## src/rtl/memwin_pkg.sv

```systemverilog
package memwin_pkg;

    // Host byte address width and derived word index width.
    localparam int ADDR_W = 16;
    localparam int BYTES_PER_WORD = 4;

    // Coprocessor state codes seen on cop_state.
    typedef enum logic [1:0] {
        COP_IDLE    = 2'd0,
        COP_BUSY    = 2'd1,
        COP_LOCKED  = 2'd2,
        COP_LOCKED2 = 2'd3
    } cop_state_e;

    // Destination of a decoded access.
    typedef enum logic [1:0] {
        TGT_NONE = 2'd0,
        TGT_IMEM = 2'd1,
        TGT_DMEM = 2'd2
    } tgt_e;

    // Decode result carried from the decoder to the gate.
    typedef struct packed {
        tgt_e tgt;      // implemented word hit
        logic hole;     // inside a window span but no implemented word
        logic outside;  // in no window span
    } dec_t;

    // True when a byte offset lies in [0, lim).
    function automatic logic off_below(input int off, input int lim);
        return (off >= 0) && (off < lim);
    endfunction

    // Busy states raise the illegal-access strobe.
    function automatic logic is_busy(input logic [1:0] st);
        return cop_state_e'(st) == COP_BUSY;
    endfunction

    function automatic logic is_idle(input logic [1:0] st);
        return cop_state_e'(st) == COP_IDLE;
    endfunction

endpackage

```

## src/rtl/memwin_decode.sv

```systemverilog
module memwin_decode
    import memwin_pkg::*;
#(
    parameter int IMEM_BASE      = 'h4000,
    parameter int DMEM_BASE      = 'h8000,
    parameter int WIN_SPAN       = 'h4000,
    parameter int IMEM_WORDS     = 1024,
    parameter int DMEM_VIS_WORDS = 768,
    parameter int IMEM_AW        = 10,
    parameter int DMEM_AW        = 10
) (
    input  logic [ADDR_W-1:0]  addr,
    output dec_t               dec,
    output logic [IMEM_AW-1:0] imem_idx,
    output logic [DMEM_AW-1:0] dmem_idx
);

    localparam int IMEM_BYTES = IMEM_WORDS * BYTES_PER_WORD;
    localparam int DMEM_BYTES = DMEM_VIS_WORDS * BYTES_PER_WORD;

    int   ioff;
    int   doff;
    logic i_span, d_span, i_impl, d_impl;

    assign ioff = int'(addr) - IMEM_BASE;
    assign doff = int'(addr) - DMEM_BASE;

    assign i_span = off_below(ioff, WIN_SPAN);
    assign d_span = off_below(doff, WIN_SPAN);
    assign i_impl = off_below(ioff, IMEM_BYTES);
    assign d_impl = off_below(doff, DMEM_BYTES);

    // Word index drops the byte-lane bits; they never reach memory.
    assign imem_idx = IMEM_AW'(ioff >>> 2);
    assign dmem_idx = DMEM_AW'(doff >>> 2);

    always_comb begin
        dec.tgt = TGT_NONE;
        if (i_impl) begin
            dec.tgt = TGT_IMEM;
        end else if (d_impl) begin
            dec.tgt = TGT_DMEM;
        end
        dec.hole    = (i_span && !i_impl) || (d_span && !d_impl);
        dec.outside = !i_span && !d_span;
    end

endmodule

```

## src/rtl/memwin_access_gate.sv

```systemverilog
module memwin_access_gate
    import memwin_pkg::*;
#(
    parameter int DATA_W  = 32,
    parameter int IMEM_AW = 10,
    parameter int DMEM_AW = 10
) (
    input  logic               access,
    input  logic               wr,
    input  logic [1:0]         state,
    input  dec_t               dec,
    input  logic [IMEM_AW-1:0] imem_idx,
    input  logic [DMEM_AW-1:0] dmem_idx,
    input  logic [DATA_W-1:0]  wdata,
    output logic               imem_req,
    output logic               imem_we,
    output logic [IMEM_AW-1:0] imem_addr,
    output logic [DATA_W-1:0]  imem_wdata,
    output logic               dmem_req,
    output logic               dmem_we,
    output logic [DMEM_AW-1:0] dmem_addr,
    output logic [DATA_W-1:0]  dmem_wdata,
    output tgt_e               rd_src,
    output logic               err_now,
    output logic               illegal_now
);

    logic fwd;

    // Only an idle coprocessor lets a decoded access through.
    assign fwd = access && is_idle(state) && (dec.tgt != TGT_NONE);

    assign imem_req   = fwd && (dec.tgt == TGT_IMEM);
    assign imem_we    = imem_req && wr;
    assign imem_addr  = imem_idx;
    assign imem_wdata = wdata;

    assign dmem_req   = fwd && (dec.tgt == TGT_DMEM);
    assign dmem_we    = dmem_req && wr;
    assign dmem_addr  = dmem_idx;
    assign dmem_wdata = wdata;

    // Forwarded reads name the memory whose data comes back next cycle.
    assign rd_src      = (fwd && !wr) ? dec.tgt : TGT_NONE;
    assign err_now     = access && (dec.hole || dec.outside);
    assign illegal_now = access && is_busy(state);

endmodule

```

## src/rtl/memwin_rsp_stage.sv

```systemverilog
module memwin_rsp_stage
    import memwin_pkg::*;
#(
    parameter int DATA_W = 32
) (
    input  logic              clk,
    input  logic              rst,
    input  logic              access,
    input  tgt_e              rd_src,
    input  logic              err_now,
    input  logic              illegal_now,
    input  logic [DATA_W-1:0] imem_rdata,
    input  logic [DATA_W-1:0] dmem_rdata,
    output logic              rsp_valid,
    output logic [DATA_W-1:0] rsp_rdata,
    output logic              rsp_err,
    output logic              illegal_access
);

    tgt_e src_q;

    always_ff @(posedge clk) begin
        if (rst) begin
            rsp_valid      <= 1'b0;
            rsp_err        <= 1'b0;
            illegal_access <= 1'b0;
            src_q          <= TGT_NONE;
        end else begin
            rsp_valid      <= access;
            rsp_err        <= err_now;
            illegal_access <= illegal_now;
            src_q          <= rd_src;
        end
    end

    // Memory data arrives in the response cycle; anything else is zero.
    always_comb begin
        unique case (src_q)
            TGT_IMEM: rsp_rdata = imem_rdata;
            TGT_DMEM: rsp_rdata = dmem_rdata;
            default:  rsp_rdata = '0;
        endcase
    end


    rsp_follows_chk: assert property (@(posedge clk) disable iff (rst)
        access |=> rsp_valid);


    no_spurious_rsp_chk: assert property (@(posedge clk) disable iff (rst)
        !access |=> !rsp_valid && !rsp_err && !illegal_access);

endmodule

```

## src/rtl/memwin_gate.sv

```systemverilog
module memwin_gate
    import memwin_pkg::*;
#(
    parameter int  DATA_W         = 32,
    parameter int  IMEM_BASE      = 'h4000,
    parameter int  DMEM_BASE      = 'h8000,
    parameter int  WIN_SPAN       = 'h4000,
    parameter int  IMEM_WORDS     = 1024,
    parameter int  DMEM_WORDS     = 1024,
    parameter int  DMEM_VIS_WORDS = 768,
    localparam int IMEM_AW        = $clog2(IMEM_WORDS),
    localparam int DMEM_AW        = $clog2(DMEM_WORDS)
) (
    input  logic               clk,
    input  logic               rst,
    input  logic [ADDR_W-1:0]  host_addr,
    input  logic               host_rd,
    input  logic               host_wr,
    input  logic [DATA_W-1:0]  host_wdata,
    input  logic [1:0]         cop_state,
    output logic               imem_req,
    output logic               imem_we,
    output logic [IMEM_AW-1:0] imem_addr,
    output logic [DATA_W-1:0]  imem_wdata,
    input  logic [DATA_W-1:0]  imem_rdata,
    output logic               dmem_req,
    output logic               dmem_we,
    output logic [DMEM_AW-1:0] dmem_addr,
    output logic [DATA_W-1:0]  dmem_wdata,
    input  logic [DATA_W-1:0]  dmem_rdata,
    output logic               rsp_valid,
    output logic [DATA_W-1:0]  rsp_rdata,
    output logic               rsp_err,
    output logic               illegal_access
);

    localparam int SCR_LO = DMEM_BASE + DMEM_VIS_WORDS * BYTES_PER_WORD;
    localparam int SCR_HI = DMEM_BASE + DMEM_WORDS * BYTES_PER_WORD;

    logic               access;
    dec_t               dec;
    logic [IMEM_AW-1:0] imem_idx;
    logic [DMEM_AW-1:0] dmem_idx;
    tgt_e               rd_src;
    logic               err_now;
    logic               illegal_now;

    assign access = host_rd || host_wr;

    memwin_decode #(
        .IMEM_BASE      (IMEM_BASE),
        .DMEM_BASE      (DMEM_BASE),
        .WIN_SPAN       (WIN_SPAN),
        .IMEM_WORDS     (IMEM_WORDS),
        .DMEM_VIS_WORDS (DMEM_VIS_WORDS),
        .IMEM_AW        (IMEM_AW),
        .DMEM_AW        (DMEM_AW)
    ) u_decode (
        .addr     (host_addr),
        .dec      (dec),
        .imem_idx (imem_idx),
        .dmem_idx (dmem_idx)
    );

    memwin_access_gate #(
        .DATA_W  (DATA_W),
        .IMEM_AW (IMEM_AW),
        .DMEM_AW (DMEM_AW)
    ) u_gate (
        .access      (access),
        .wr          (host_wr),
        .state       (cop_state),
        .dec         (dec),
        .imem_idx    (imem_idx),
        .dmem_idx    (dmem_idx),
        .wdata       (host_wdata),
        .imem_req    (imem_req),
        .imem_we     (imem_we),
        .imem_addr   (imem_addr),
        .imem_wdata  (imem_wdata),
        .dmem_req    (dmem_req),
        .dmem_we     (dmem_we),
        .dmem_addr   (dmem_addr),
        .dmem_wdata  (dmem_wdata),
        .rd_src      (rd_src),
        .err_now     (err_now),
        .illegal_now (illegal_now)
    );

    memwin_rsp_stage #(
        .DATA_W (DATA_W)
    ) u_rsp (
        .clk            (clk),
        .rst            (rst),
        .access         (access),
        .rd_src         (rd_src),
        .err_now        (err_now),
        .illegal_now    (illegal_now),
        .imem_rdata     (imem_rdata),
        .dmem_rdata     (dmem_rdata),
        .rsp_valid      (rsp_valid),
        .rsp_rdata      (rsp_rdata),
        .rsp_err        (rsp_err),
        .illegal_access (illegal_access)
    );


    busy_no_fwd_chk: assert property (@(posedge clk) disable iff (rst)
        (cop_state == COP_BUSY) |-> !imem_req && !dmem_req);


    busy_flags_chk: assert property (@(posedge clk) disable iff (rst)
        (access && cop_state == COP_BUSY) |=> illegal_access && rsp_rdata == '0);


    locked_silent_chk: assert property (@(posedge clk) disable iff (rst)
        (access && cop_state[1]) |=> !illegal_access && rsp_rdata == '0);


    scratch_unreached_chk: assert property (@(posedge clk) disable iff (rst)
        (access && int'(host_addr) >= SCR_LO && int'(host_addr) < SCR_HI)
        |-> !dmem_req && !imem_req);


    write_zero_data_chk: assert property (@(posedge clk) disable iff (rst)
        host_wr |=> rsp_rdata == '0);


    one_port_chk: assert property (@(posedge clk) disable iff (rst)
        $onehot0({imem_req, dmem_req}));

endmodule

```

## config.mk

```make
export PLATFORM = sky130hd
export DESIGN_NAME = memwin_gate
export DESIGN_NICKNAME = d
export VERILOG_FILES = /design/src/rtl/memwin_pkg.sv /design/src/rtl/memwin_decode.sv /design/src/rtl/memwin_access_gate.sv /design/src/rtl/memwin_rsp_stage.sv /design/src/rtl/memwin_gate.sv
export SDC_FILE = /design/constraint.sdc
export NUM_CORES = 1
export LEC_CHECK = 0
export ABC_CLOCK_PERIOD_IN_PS = 1100
export CORE_AREA = 2 2 94 96
export CTS_CLUSTER_SIZE = 8
export DETAILED_ROUTE_END_ITERATION = 8
export DIE_AREA = 0 0 96 98
export PLACE_DENSITY = 0.69
export REMOVE_ABC_BUFFERS = 1
export SLEW_MARGIN = 20
export SYNTH_ARGS = -nofsm -noshare
export SYNTH_HDL_FRONTEND = slang
export SYNTH_SLANG_ARGS = --single-unit
```

## constraint.sdc

```tcl
create_clock -name clk -period 1.1 [get_ports clk]
set_clock_uncertainty 0.05 [all_clocks]
set_input_delay 0.11 -clock clk [delete_from_list [all_inputs] [get_ports clk]]
set_output_delay 0.11 -clock clk [all_outputs]
set_load 0.02 [all_outputs]
```

**Word level (Yosys, flattened, before mapping)**

Index checks and enable logic that the tools add are counted.

- Register bits: 5
- Input port bits: 118
- Logic and storage cells: 48

- Add/sub/neg operators: 2
- Magnitude comparators: 6
- Equal/unequal tests: 5
- Mux-type cells: 3
- Bitwise gates (word level): 1
- Reduce and logical (&&, ||, !) cells: 27

Operators by type and width:

| operator | count |
|---|---|
| 32-bit by 1-bit >= comparator with 1-bit output, second input constant | 2 |
| 32-bit by 16-bit < comparator with 1-bit output, second input constant | 2 |
| 32-bit case mux with 2 select lines | 1 |
| 32-bit by 13-bit < comparator with 1-bit output, second input constant | 1 |
| 32-bit by 14-bit < comparator with 1-bit output, second input constant | 1 |
| 16-bit by 15-bit subtractor with 17-bit output, second input constant | 1 |
| 16-bit by 16-bit subtractor with 17-bit output, second input constant | 1 |
| 1-bit logical AND | 16 |
| 2-bit by 1-bit equality test with 1-bit output, second input constant | 3 |
| 1-bit logical NOT | 5 |
| 2-bit equality test, second input constant | 2 |
| 2-bit 2-to-1 mux | 2 |
| 1-bit logical OR | 3 |
| 2-bit logical NOT | 1 |
| 2-bit nonzero test | 1 |
| 2-bit OR reduction | 1 |
| 1-bit NOT | 1 |

**Longest topological paths before layout**

Gate-level depths: netlist of the first run.

- Depth in word-level cells: 10
- Mapped depth: 5
- Gate-level depth less buffers: 5

**Hierarchy**

A second synthesis of the first run with hierarchy kept.

- Cells, all modules: 220
- Area, all modules: 1634.1 µm²

Modules (own cells, without submodules):

| module | times used | cells an instance | area each (µm²) | sequential area each (µm²) |
|---|---|---|---|---|
| memwin_access_gate | 1 | 94 | 714.4 | 0.0 |
| memwin_rsp_stage | 1 | 87 | 620.6 | 100.1 |
| memwin_decode | 1 | 38 | 292.8 | 0.0 |
| memwin_gate | 1 | 1 | 6.3 | 0.0 |

**Least setup slack after synthesis of the first run**

OpenSTA, ideal clock, no wires.

- Path type: flip-flop to output port
- From: register u_rsp.src_q[0]
- To: output rsp_rdata[18]
- Arrival: 1250 ps
- Required time: 940 ps
- Slack: -310 ps
- Stages on the path, launching flop included: 6
- Cell sequence: dfxtp_1 inv_1 ha_1 clkbuf_1 a22oi_1 nor2_1

- Cells in the longest elaborated chain, start to end: 2
- Elaborated cells between the ends (all ways): 3

RTL lines:

| item | line | RTL |
|---|---|---|
| start: declaration | memwin_rsp_stage.sv:20 | `tgt_e src_q;` |
| start signal: assignment | memwin_rsp_stage.sv:32 | `src_q <= rd_src;` |
| 2-bit equality test or 2-bit by 1-bit equality test with 1-bit output (tied branches) | memwin_rsp_stage.sv:38 | `unique case (src_q)` |
| 32-bit case mux with 2 select lines * | memwin_rsp_stage.sv:38 |  |
| end: declaration | memwin_gate.sv:32 | `output logic [DATA_W-1:0] rsp_rdata,` |

Mark *: on every way between the ends. The rest lies on a longest branch, timed or not.

**Final worst setup path of the first run**

- From: register u_rsp.src_q[0]
- To: output rsp_rdata[7]

The elaborated chain is that of the path after synthesis.

==> summary.txt, run 1 <==
GRT
  • First-pass GRT wire length: 14.6 mm
  • Grt total ovfl: 0
  • Largest net degree at the start of global routing: 20
  • Initial antenna violation count: 0
  • Vias in the first global route: 1,867
  • Gr usage total: 0.230

Timing
  • Minimum clock period: 1660 ps
  • Final WS setup: -558 ps
  • RSZ-0062 raised after global routing: true
  • Period utilisation layout: 1.51
  • Slew at the pin closest to its max-slew limit: 449 ps
  • Hold Violations, Final: 0
  • Fmax: 603 MHz
  • Setup violators final: 39
  • Slew headroom: 0.700
  • Hold WS: 170 ps
  • Slew Limit Fails: 0

Setup path
  • CP max stage delay: 350 ps
  • Worst setup EP type: output port
  • Most used cell, CP: buf_12
  • Slowest stage cell, crit path: dfxtp_2
  • CP Class: register to output port
  • Critical Path, Cell by Cell: inv_2, ha_4, buf_12, buf_12, a22oi_2, nor2_1, buf_4
  • Worst path required time: 940 ps
  • Crit Path Max Fanout: 7
  • Crit path arrival time: 1500 ps
  • Critical path startpoint category: register

Power and ir drop
  • Clk network pwr share: 0.317
  • P_int: 0.786 mW
  • Leakage power total: 0.989 nW
  • Combinational share of power: 0.503
  • P per Cell Area: 383 nW/um2
  • Sequential Power Share: 0.180
  • Sw Share: 0.264
  • Net Switching: 0.282 mW
  • Peak VDD IR: 0.000464 V

Place
  • IO Port Bufs: 118
  • HPWL after detailed placement: 9.35 mm
  • GPL Wtd Cong: 0.826
  • DP Cell Count: 349

Clocking
  • Hold-fix buffers at CTS: 0
  • Root Buffer: clkbuf_8
  • Number of CTS-inserted buffers: 3
  • Clk buf depth: 2
  • # H-tree levels: 1
  • Clock tree from TritonCTS: built
  • Clock sinks: 5
  • Worst-path clk slew: 40 ps

Synthesis
  • Post-Syn Area: 1380 um2
  • Register area share after synthesis: 0.0727
  • Syn Inst Count: 198
  • Post-synth cell types: 20
  • FF+latch count, synth: 5
  • Yosys warnings: 0
  • Syn avg cell area: 6.95 um2

Layout
  • Cell Count, Final, Fillers Out: 363
  • Multi-input gate area: 931 um2
  • Area growth, synth to finish: 103%
  • FF/Latch Area: 103 um2
  • Fin nets: 381
  • # diodes: 0
  • Fillers: 877
  • Layout cell share with drive strength beyond 1: 0.537

Drt
  • Met2 WL: 4.55 mm
  • Vias per inst: 4.64
  • WL per Instance: 31.9 um
  • Uppermost layer routed: met5
  • 1st-pass router iterations: 4
  • DR WL met3: 3.13 mm
  • Final WL: 11.6 mm
  • Final antenna-violating net count: 0
  • WL met1: 3.27 mm
  • DRC Markers: 0
  • Initial DRC count: 48
  • Via count: 1,683

Die
  • Core Rows: 34
  • Die Width: 96 um
  • IO Pins: 241
  • Die H: 98 um
  • Placeable Area: 8470 um2
  • Die area: 9410 um2
  • Initial core utilization: 0.163

Hold path
  • Hold crit path type: input pin to output port

Flow run
  • Max-Cap Viols: 0

Run status
  • Status: finished, violations left
  • Failing checks: setup timing
## cells by family (layout without fill, tap and decap cells)
family	Yosys count	in the layout	synth area share
compound gates	39	39	0.213
fa+ha+maj	7	7	0.0636
buf+inv	101	158	0.505
flops	5	5	0.0727
simple gates	46	46	0.146
## cells in the mapped netlist
master    number  share of area
inv_1          8          0.022
o21ba_2        1         0.0073
a22o_1         1         0.0064
o311ai_0       1         0.0064
nor4b_1        1         0.0064
a211oi_1       1         0.0055
buf_4         84           0.46
clkbuf_1       9          0.025
or4b_4         1          0.010
and3b_1        1         0.0064
o21ai_0        2         0.0073
nor2_1        37           0.10
nor2_2         1         0.0045
nand2_1        1         0.0027
and2_1         1         0.0045
o21a_1         1         0.0055
a22oi_1       32           0.17
ha_1           7          0.064
nor3_1         3          0.011
dfxtp_1        5          0.073
## worst max-delay path, delay by kind of cell (launching register included)
kind / cells / cell delay (ps)
flip-flops: 1 / 350
AO/OA/AOI/OAI: 1 / 190
buffers and inverters: 4 / 500
AND/OR/NAND/NOR: 1 / 70
adder cells (fa/ha/maj): 1 / 170
## worst paths after layout
path | start | end | slack, ps | cells after the start
setup / recovery | u_rsp.src_q[0]$_SDFF_PP0_ | rsp_rdata[7] | -560 | 7
hold / removal | host_wdata[17] | imem_wdata[17] | 170 | 0
## layout by cell type (no fill, tap or decap), types with 2 or more instances in the layout
master	count
buf_4	30
buf_6	14
clkdlybuf4s15_1	2
nor2_4	6
a22oi_2	30
bufbuf_16	2
dfxtp_1	3
nor2_1	28
buf_8	4
clkbuf_2	2
clkdlybuf4s50_1	65
inv_2	4
nor3_2	2
dfxtp_2	2
inv_1	2
ha_4	6
a22oi_1	2
nor2_2	4
buf_12	10
dlygate4sd2_1	9
buf_2	6
clkbuf_8	3
## stage by stage
| step | power (mW) | setup TNS [ps] | setup slack, ps | cell area, um2 | utilization |
|---|---|---|---|---|---|
| 5_1_grt | 1.12 | -19600 | -606 | 2790 | 0.330 |
| 6_report | 1.07 | -17500 | -558 | 2790 | 0.330 |
| 3_5_place_dp | 0.624 | -27060 | -1280 | 2200 | 0.260 |
| 2_1_floorplan | 0.253 | -18680 | -555 | 712 | - |
| 3_3_place_gp | 0.616 | -25470 | -1200 | 2200 | 0.260 |
| 4_1_cts | 1.03 | -17980 | -570 | 2660 | 0.314 |
## power groups by stage
stage	Sequential (mW)	Clock (mW)	Combinational, mW
floorplan	0.204	0	0.0488
global placement	0.195	0	0.421
detailed placement	0.195	0	0.429
CTS	0.192	0.347	0.492
global route	0.193	0.358	0.565
finish	0.193	0.338	0.537
## metal layers
metal | track usage | vias to the layer above
met3 | 0.275 | 21
met4 | 0.113 | 2
met1 | 0.185 | 743
met2 | 0.316 | 219
met5 | 0.117 | -
li1 | - | 698
## cell type report
cell class | instances | share of cell area
repair buffers | 146 | 0.551
multi-input cells | 92 | 0.334
well taps | 108 | 0.0484
flip-flops and latches | 5 | 0.0368
clock buffers | 4 | 0.0161
inverters | 8 | 0.0143
## registers in the layout, summed over array words and instances (netlist names)
name,count
u_rsp.illegal_access,1
u_rsp.rsp_err,1
u_rsp.rsp_valid,1
u_rsp.src_q,2
## what timing repair did
| item | 4_1_cts | 5_1_grt |
|---|---|---|
| cloned | 3 | 0 |
| setup buffers | 6 | 2 |
| setup endpoints to repair | 47 | 39 |
| gates resized for setup | 222 | 33 |
| pin swaps | 28 | 16 |
No activity file was read; power rests on OpenSTA's default activity.
==> run 2, diff against run 1 <==
--- a/config.mk
+++ b/config.mk
@@ -6,13 +6,14 @@
 export NUM_CORES = 1
 export LEC_CHECK = 0
 export ABC_CLOCK_PERIOD_IN_PS = 1100
-export CORE_AREA = 2 2 94 96
+export CORE_AREA = 2 2 92 94
 export CTS_CLUSTER_SIZE = 8
 export DETAILED_ROUTE_END_ITERATION = 8
-export DIE_AREA = 0 0 96 98
-export PLACE_DENSITY = 0.69
+export DIE_AREA = 0 0 94 96
+export PLACE_DENSITY = 0.75
 export REMOVE_ABC_BUFFERS = 1
 export SLEW_MARGIN = 20
 export SYNTH_ARGS = -nofsm -noshare
 export SYNTH_HDL_FRONTEND = slang
+export SYNTH_HIERARCHICAL = 1
 export SYNTH_SLANG_ARGS = --single-unit
==> summary.txt, run 2 <==
Place
  • IO Port Bufs: 118 (unchanged)
  • Dpl cell area: 2270 um2 (+3.0%)
  • HPWL after detailed placement: 9.33 mm (-0.30%)
  • GPL Wtd Cong: 0.813 (-1.5%)

Timing
  • Slew Limit Fails: 0 (unchanged)
  • RSZ-0062 raised after global routing: true
  • Final TNS setup: -19,670 ps (-2170 ps)
  • Hold Violations, Final: 0 (unchanged)
  • Slew at the pin closest to its max-slew limit: 251 ps (-198 ps)
  • Slew headroom: 0.833 (+0.134)
  • Minimum clock period: 1760 ps (+103 ps)
  • Period utilisation layout: 1.60 (+0.0937)
  • Final WS setup: -661 ps (-103 ps)
  • Setup violators final: 39 (unchanged)
  • Fmax: 568 MHz (-5.9%)

Layout
  • Largest register FFs: 2 (unchanged)
  • Area growth, synth to finish: 70.6%
  • Top reg by flops: u_rsp/src_q
  • Final instance area: 2790 um2 (about the same)
  • Fillers: 839 (-4.3%)
  • Commonest cells after routing, fill and taps aside: clkdlybuf4s50_1, buf_4, a22oi_2
  • Fin nets: 387 (+1.6%)
  • Layout cell share with drive strength beyond 1: 0.519 (-0.0182)
  • Fin util: 0.346 (+0.0166)
  • # diodes: 0 (unchanged)
  • Commonest non-fill, non-tap cell in the layout: clkdlybuf4s50_1

Setup path
  • Crit Path Max Fanout: 4 (-3)
  • Worst setup EP type: output port
  • CP Class: input pin to output port
  • Critical path startpoint category: input pin
  • Worst path required time: 940 ps (about the same)
  • Crit path arrival time: 1600 ps (+100 ps)

Drt
  • Final antenna-violating net count: 0 (unchanged)
  • WL per Instance: 30.8 um (-3.6%)
  • 1st-pass router iterations: 4 (unchanged)
  • Via count: 1,697 (+0.83%)
  • Vias per inst: 4.62 (-0.27%)
  • Final WL: 11.3 mm (-2.5%)
  • Initial DRC count: 45 (-6.3%)
  • DRC Markers: 0 (unchanged)

Synthesis
  • Ys flop type: dfxtp_1
  • Cell taking the most area after synthesis: buf_4
  • Synth top area share: 0.482 (+0.0242)
  • Syn Inst Count: 220 (+11%)
  • Yosys warnings: 6 (+6)
  • Syn avg cell area: 7.43 um2 (+6.9%)
  • EDFF count, synth: 0 (unchanged)
  • Synth top cells by count: buf_4, nor2_1, a22oi_1
  • Synth area leaders: buf_4, a22oi_1, nor2_1
  • FF+latch count, synth: 5 (unchanged)
  • FFs w/ async S/R, synth: 0 (unchanged)
  • Most numerous cell in the Yosys netlist: buf_4
  • Register area share after synthesis: 0.0613 (-0.0115)
  • Post-synth cell types: 22 (+10%)
  • Post-Syn Area: 1630 um2 (+19%)

Die
  • Placeable Area: 8050 um2 (-4.9%)
  • Die area: 9020 um2 (-4.1%)
  • Die H: 96 um (-2.0%)
  • Die Width: 94 um (-2.1%)
  • Core Rows: 33 (-2.9%)
  • Initial core utilization: 0.203 (+0.0404)
  • IO Pins: 241 (unchanged)

Hold path
  • Hold worst-path end: dmem_wdata[31]
  • Hold crit path type: input pin to output port
  • Critical hold path startpoint: host_wdata[31]
  • Hold Path Cell Cnt: 0 (unchanged)

Power and ir drop
  • Total power: 1.03 mW (-3.7%)
  • P per Cell Area: 369 nW/um2 (-3.6%)
  • Peak VDD IR: 0.000316 V (-32%)
  • Leakage power total: 1.02 nW (+3.4%)

Clocking
  • Clk buf depth: 2 (unchanged)
  • Clock sinks: 5 (unchanged)
  • Root Buffer: clkbuf_8
  • Hold-fix buffers at CTS: 0 (unchanged)
  • Number of CTS-inserted buffers: 3 (unchanged)
  • # H-tree levels: 1 (unchanged)
  • Clock tree from TritonCTS: built

Flow run
  • Max-Cap Viols: 0 (unchanged)

GRT
  • Vias in the first global route: 1,828 (-2.1%)
  • Gr usage total: 0.239 (+0.00945)
  • First-pass GRT wire length: 14.5 mm (-0.85%)
  • Grt total ovfl: 0 (unchanged)
  • Initial antenna violation count: 0 (unchanged)
  • Largest net degree at the start of global routing: 16 (-20%)

Run status
  • Status: finished, violations left
  • Failing checks: setup timing
run 2: changes by cell type in the layout (fill, tap and decap cells not counted), sizes merged, moves of 3 or more:
cell,previous run,this run
clkdlybuf4s50,65,69
nor2b,0,6
buf,65,76
clkdlybuf4s15,3,0
nor3,3,0
run 2: how the worst max path moves through the flow:
stage	start	to	slack [ps]	cells after the start
after global placement	host_addr[14]	dmem_we	-1640	9
after floorplan	host_addr[14]	dmem_we	-810	7
after detailed placement	host_addr[14]	dmem_we	-1730	9
after global routing	host_addr[14]	dmem_we	-730	9
final	host_addr[14]	dmem_we	-660	9
after CTS	host_addr[14]	dmem_we	-660	9
run 2: through the flow:
step	hold WS, ps	setup WS (ps)	std cells
floorplan	132	-807	106
global placement	170	-1640	348
detailed placement	170	-1730	348
CTS	170	-659	366
global route	170	-730	367
finish	170	-661	367
run 2: cell families after synthesis:
family | count (synthesis) | share of synthesized area
multiplexers | 1 | 0.00919
buffers and inverters | 120 | 0.546
AND/OR/NAND/NOR | 54 | 0.168
AO/OA/AOI/OAI | 34 | 0.170
flip-flops | 5 | 0.0613
adder cells (fa/ha/maj) | 6 | 0.0459
run 2: cell type report:
type,count,area (um2),share of cell area
sequential,5,105,0.0377
timing repair buffer,152,1570,0.565
tap,105,131,0.0471
multi-input combinational,95,902,0.324
inverter,6,30.0,0.0108
clock buffer,4,45.0,0.0162
run 2: layer usage:
metal  vias to the layer above  part of all wire  track usage
li1                        712                 -            -
met5                         -            0.0038       0.0655
met1                       759              0.27        0.187
met4                         2             0.030       0.0773
met3                        17              0.27        0.289
met2                       207              0.43        0.364
run 2: report_power, final:
group | switching, mW | total [mW] | internal, mW
clock | 0.0819 | 0.330 | 0.248
sequential | 0.00192 | 0.189 | 0.188
combinational | 0.167 | 0.509 | 0.342
total | 0.251 | 1.03 | 0.778
run 2: worst max-delay path, cell delays in order:
cell	delay [ps]
buf_8	80
inv_4	30
ha_4	250
and4bb_1	220
mux2_4	330
buf_4	140
buf_6	120
nor3b_2	160
buf_4	160
run 2: timing repair:
item                                    CTS  global route
gates cloned                              4             0
pin swaps                                29            21
gates resized for setup                 205            23
setup buffers                            10             3
endpoints found under the setup margin   47            39
==> run 3, diff against run 2 <==
--- a/config.mk
+++ b/config.mk
@@ -10,6 +10,7 @@
 export CTS_CLUSTER_SIZE = 8
 export DETAILED_ROUTE_END_ITERATION = 8
 export DIE_AREA = 0 0 94 96
+export MAX_ROUTING_LAYER = met4
 export PLACE_DENSITY = 0.75
 export REMOVE_ABC_BUFFERS = 1
 export SLEW_MARGIN = 20
==> summary.txt, run 3 (synthesis gave the netlist of run 2 again) <==
Clocking
  • Number of CTS-inserted buffers: 3 (unchanged)
  • Clock sinks: 5 (unchanged)
  • # H-tree levels: 1 (unchanged)
  • Root Buffer: clkbuf_8
  • Clk buf depth: 2 (unchanged)
  • Hold-fix buffers at CTS: 0 (unchanged)
  • Clock tree from TritonCTS: built

GRT
  • Gr usage total: 0.247 (+0.00815)
  • Initial antenna violation count: 0 (unchanged)
  • Largest net degree at the start of global routing: 16 (unchanged)
  • Grt total ovfl: 0 (unchanged)
  • Vias in the first global route: 1,819 (-0.49%)
  • First-pass GRT wire length: 14.7 mm (+1.0%)

Power and ir drop
  • Peak VDD IR: 0.000316 V (-0.14%)
  • P per Cell Area: 369 nW/um2 (about the same)
  • Leakage power total: 1.02 nW (about the same)
  • Total power: 1.03 mW (about the same)

Place
  • IO Port Bufs: 118 (unchanged)
  • HPWL after detailed placement: 9.33 mm (unchanged)
  • Dpl cell area: 2270 um2 (unchanged)
  • GPL Wtd Cong: 0.825 (+1.5%)

Layout
  • Fin nets: 387 (unchanged)
  • Largest register FFs: 2 (unchanged)
  • Layout cell share with drive strength beyond 1: 0.519 (unchanged)
  • Final instance area: 2790 um2 (about the same)
  • Fillers: 838 (-0.12%)
  • Commonest non-fill, non-tap cell in the layout: clkdlybuf4s50_1
  • Fin util: 0.347 (about the same)
  • Commonest cells after routing, fill and taps aside: clkdlybuf4s50_1, buf_4, a22oi_2
  • Area growth, synth to finish: 70.8% (about the same)
  • # diodes: 0 (unchanged)
  • Top reg by flops: u_rsp/src_q

Setup path
  • Slowest stage cell, crit path: mux2_4
  • Critical Path, Cell by Cell: buf_8, inv_4, ha_4, and4bb_1, mux2_4, nor2_4, nand4bb_4, nor3b_2, buf_4
  • Worst Setup EP: dmem_we
  • Worst path required time: 940 ps (about the same)
  • Crit path arrival time: 1600 ps (about the same)
  • Crit Path Max Fanout: 3 (-1)
  • CP Class: input pin to output port
  • Top delay family on crit path: simple AND/OR/NAND/NOR gates
  • Crit path from: host_addr[14]
  • Worst setup EP type: output port
  • Crit path buffers/inverters: 3 (-2)
  • Critical path startpoint category: input pin
  • CP max stage delay: 330 ps (about the same)
  • Critical path depth: 9 (unchanged)

Run status
  • Failing checks: setup timing
  • Status: finished, violations left

Die
  • Die H: 96 um (unchanged)
  • Initial core utilization: 0.203 (unchanged)
  • Die Width: 94 um (unchanged)
  • Die area: 9020 um2 (unchanged)
  • Core Rows: 33 (unchanged)
  • IO Pins: 241 (unchanged)
  • Placeable Area: 8050 um2 (unchanged)

Timing
  • Minimum clock period: 1760 ps (-1.33 ps)
  • Hold Violations, Final: 0 (unchanged)
  • Slew headroom: 0.833 (about the same)
  • Fmax: 568 MHz (about the same)
  • RSZ-0062 raised after global routing: true
  • Setup violators final: 39 (unchanged)
  • Final WS setup: -660 ps (+1.33 ps)
  • Slew at the pin closest to its max-slew limit: 251 ps (+0.293 ps)
  • Period utilisation layout: 1.60 (about the same)
  • Slew Limit Fails: 0 (unchanged)

Flow run
  • Max-Cap Viols: 0 (unchanged)

Drt
  • Vias per inst: 4.60 (-0.53%)
  • WL per Instance: 30.8 um (+0.13%)
  • Initial DRC count: 28 (-38%)
  • 1st-pass router iterations: 4 (unchanged)
  • Via count: 1,688 (-0.53%)
  • Final antenna-violating net count: 0 (unchanged)
  • DRC Markers: 0 (unchanged)
  • Final WL: 11.3 mm (+0.13%)

Hold path
  • Critical hold path startpoint: host_wdata[31]
  • Hold crit path type: input pin to output port
run 3: layout make-up:
| cell class | count | area [um2] | share of cell area |
|---|---|---|---|
| Inverter | 6 | 30.0 | 0.0108 |
| Tap cell | 105 | 131 | 0.0471 |
| Timing Repair Buffer | 152 | 1580 | 0.565 |
| Multi-Input combinational cell | 95 | 902 | 0.323 |
| Clock buffer | 4 | 45.0 | 0.0161 |
| Sequential cell | 5 | 105 | 0.0377 |
run 3: per-stage QoR:
| step | TNS [ps] | cells | worst slack [ps] | hold slack, ps |
|---|---|---|---|---|
| after detailed placement | -29550 | 348 | -1730 | 170 |
| after global placement | -28460 | 348 | -1640 | 170 |
| after global routing | -21580 | 367 | -730 | 170 |
| final | -19680 | 367 | -660 | 170 |
| after floorplan | -22420 | 106 | -807 | 132 |
| after CTS | -20880 | 366 | -659 | 170 |
run 3: per-layer routing:
metal	up-vias	global-route usage	wire (um)
li1	714	-	-
met1	756	0.192	3110
met2	210	0.374	4920
met3	8	0.293	3030
met4	0	0.0616	256
met5	-	-	0
run 3: report_power, final:
group / switching, mW / total, mW / internal [mW]
Combinational: 0.168 / 0.510 / 0.342
Sequential: 0.00192 / 0.189 / 0.188
Clock: 0.0819 / 0.330 / 0.248
run 3: worst min path at each step:
| stage | depth (start not counted) | slack (ps) | end |
|---|---|---|---|
| detailed placement | 0 | 170 | dmem_addr[7] |
| global route | 0 | 170 | imem_wdata[18] |
| CTS | 0 | 170 | dmem_addr[7] |
| finish | 0 | 170 | dmem_wdata[31] |
| floorplan | 1 | 130 | u_rsp/illegal_access$_SDFF_PP0_ |
| global placement | 0 | 170 | dmem_addr[7] |
run 3: timing repair:
| action | CTS | global route |
|---|---|---|
| resized for setup | 205 | 24 |
| pin swaps | 29 | 21 |
| gates cloned | 4 | 0 |
| endpoints found under the hold margin | 0 | 0 |
| setup buffers | 10 | 3 |
| setup endpoints to repair | 47 | 39 |
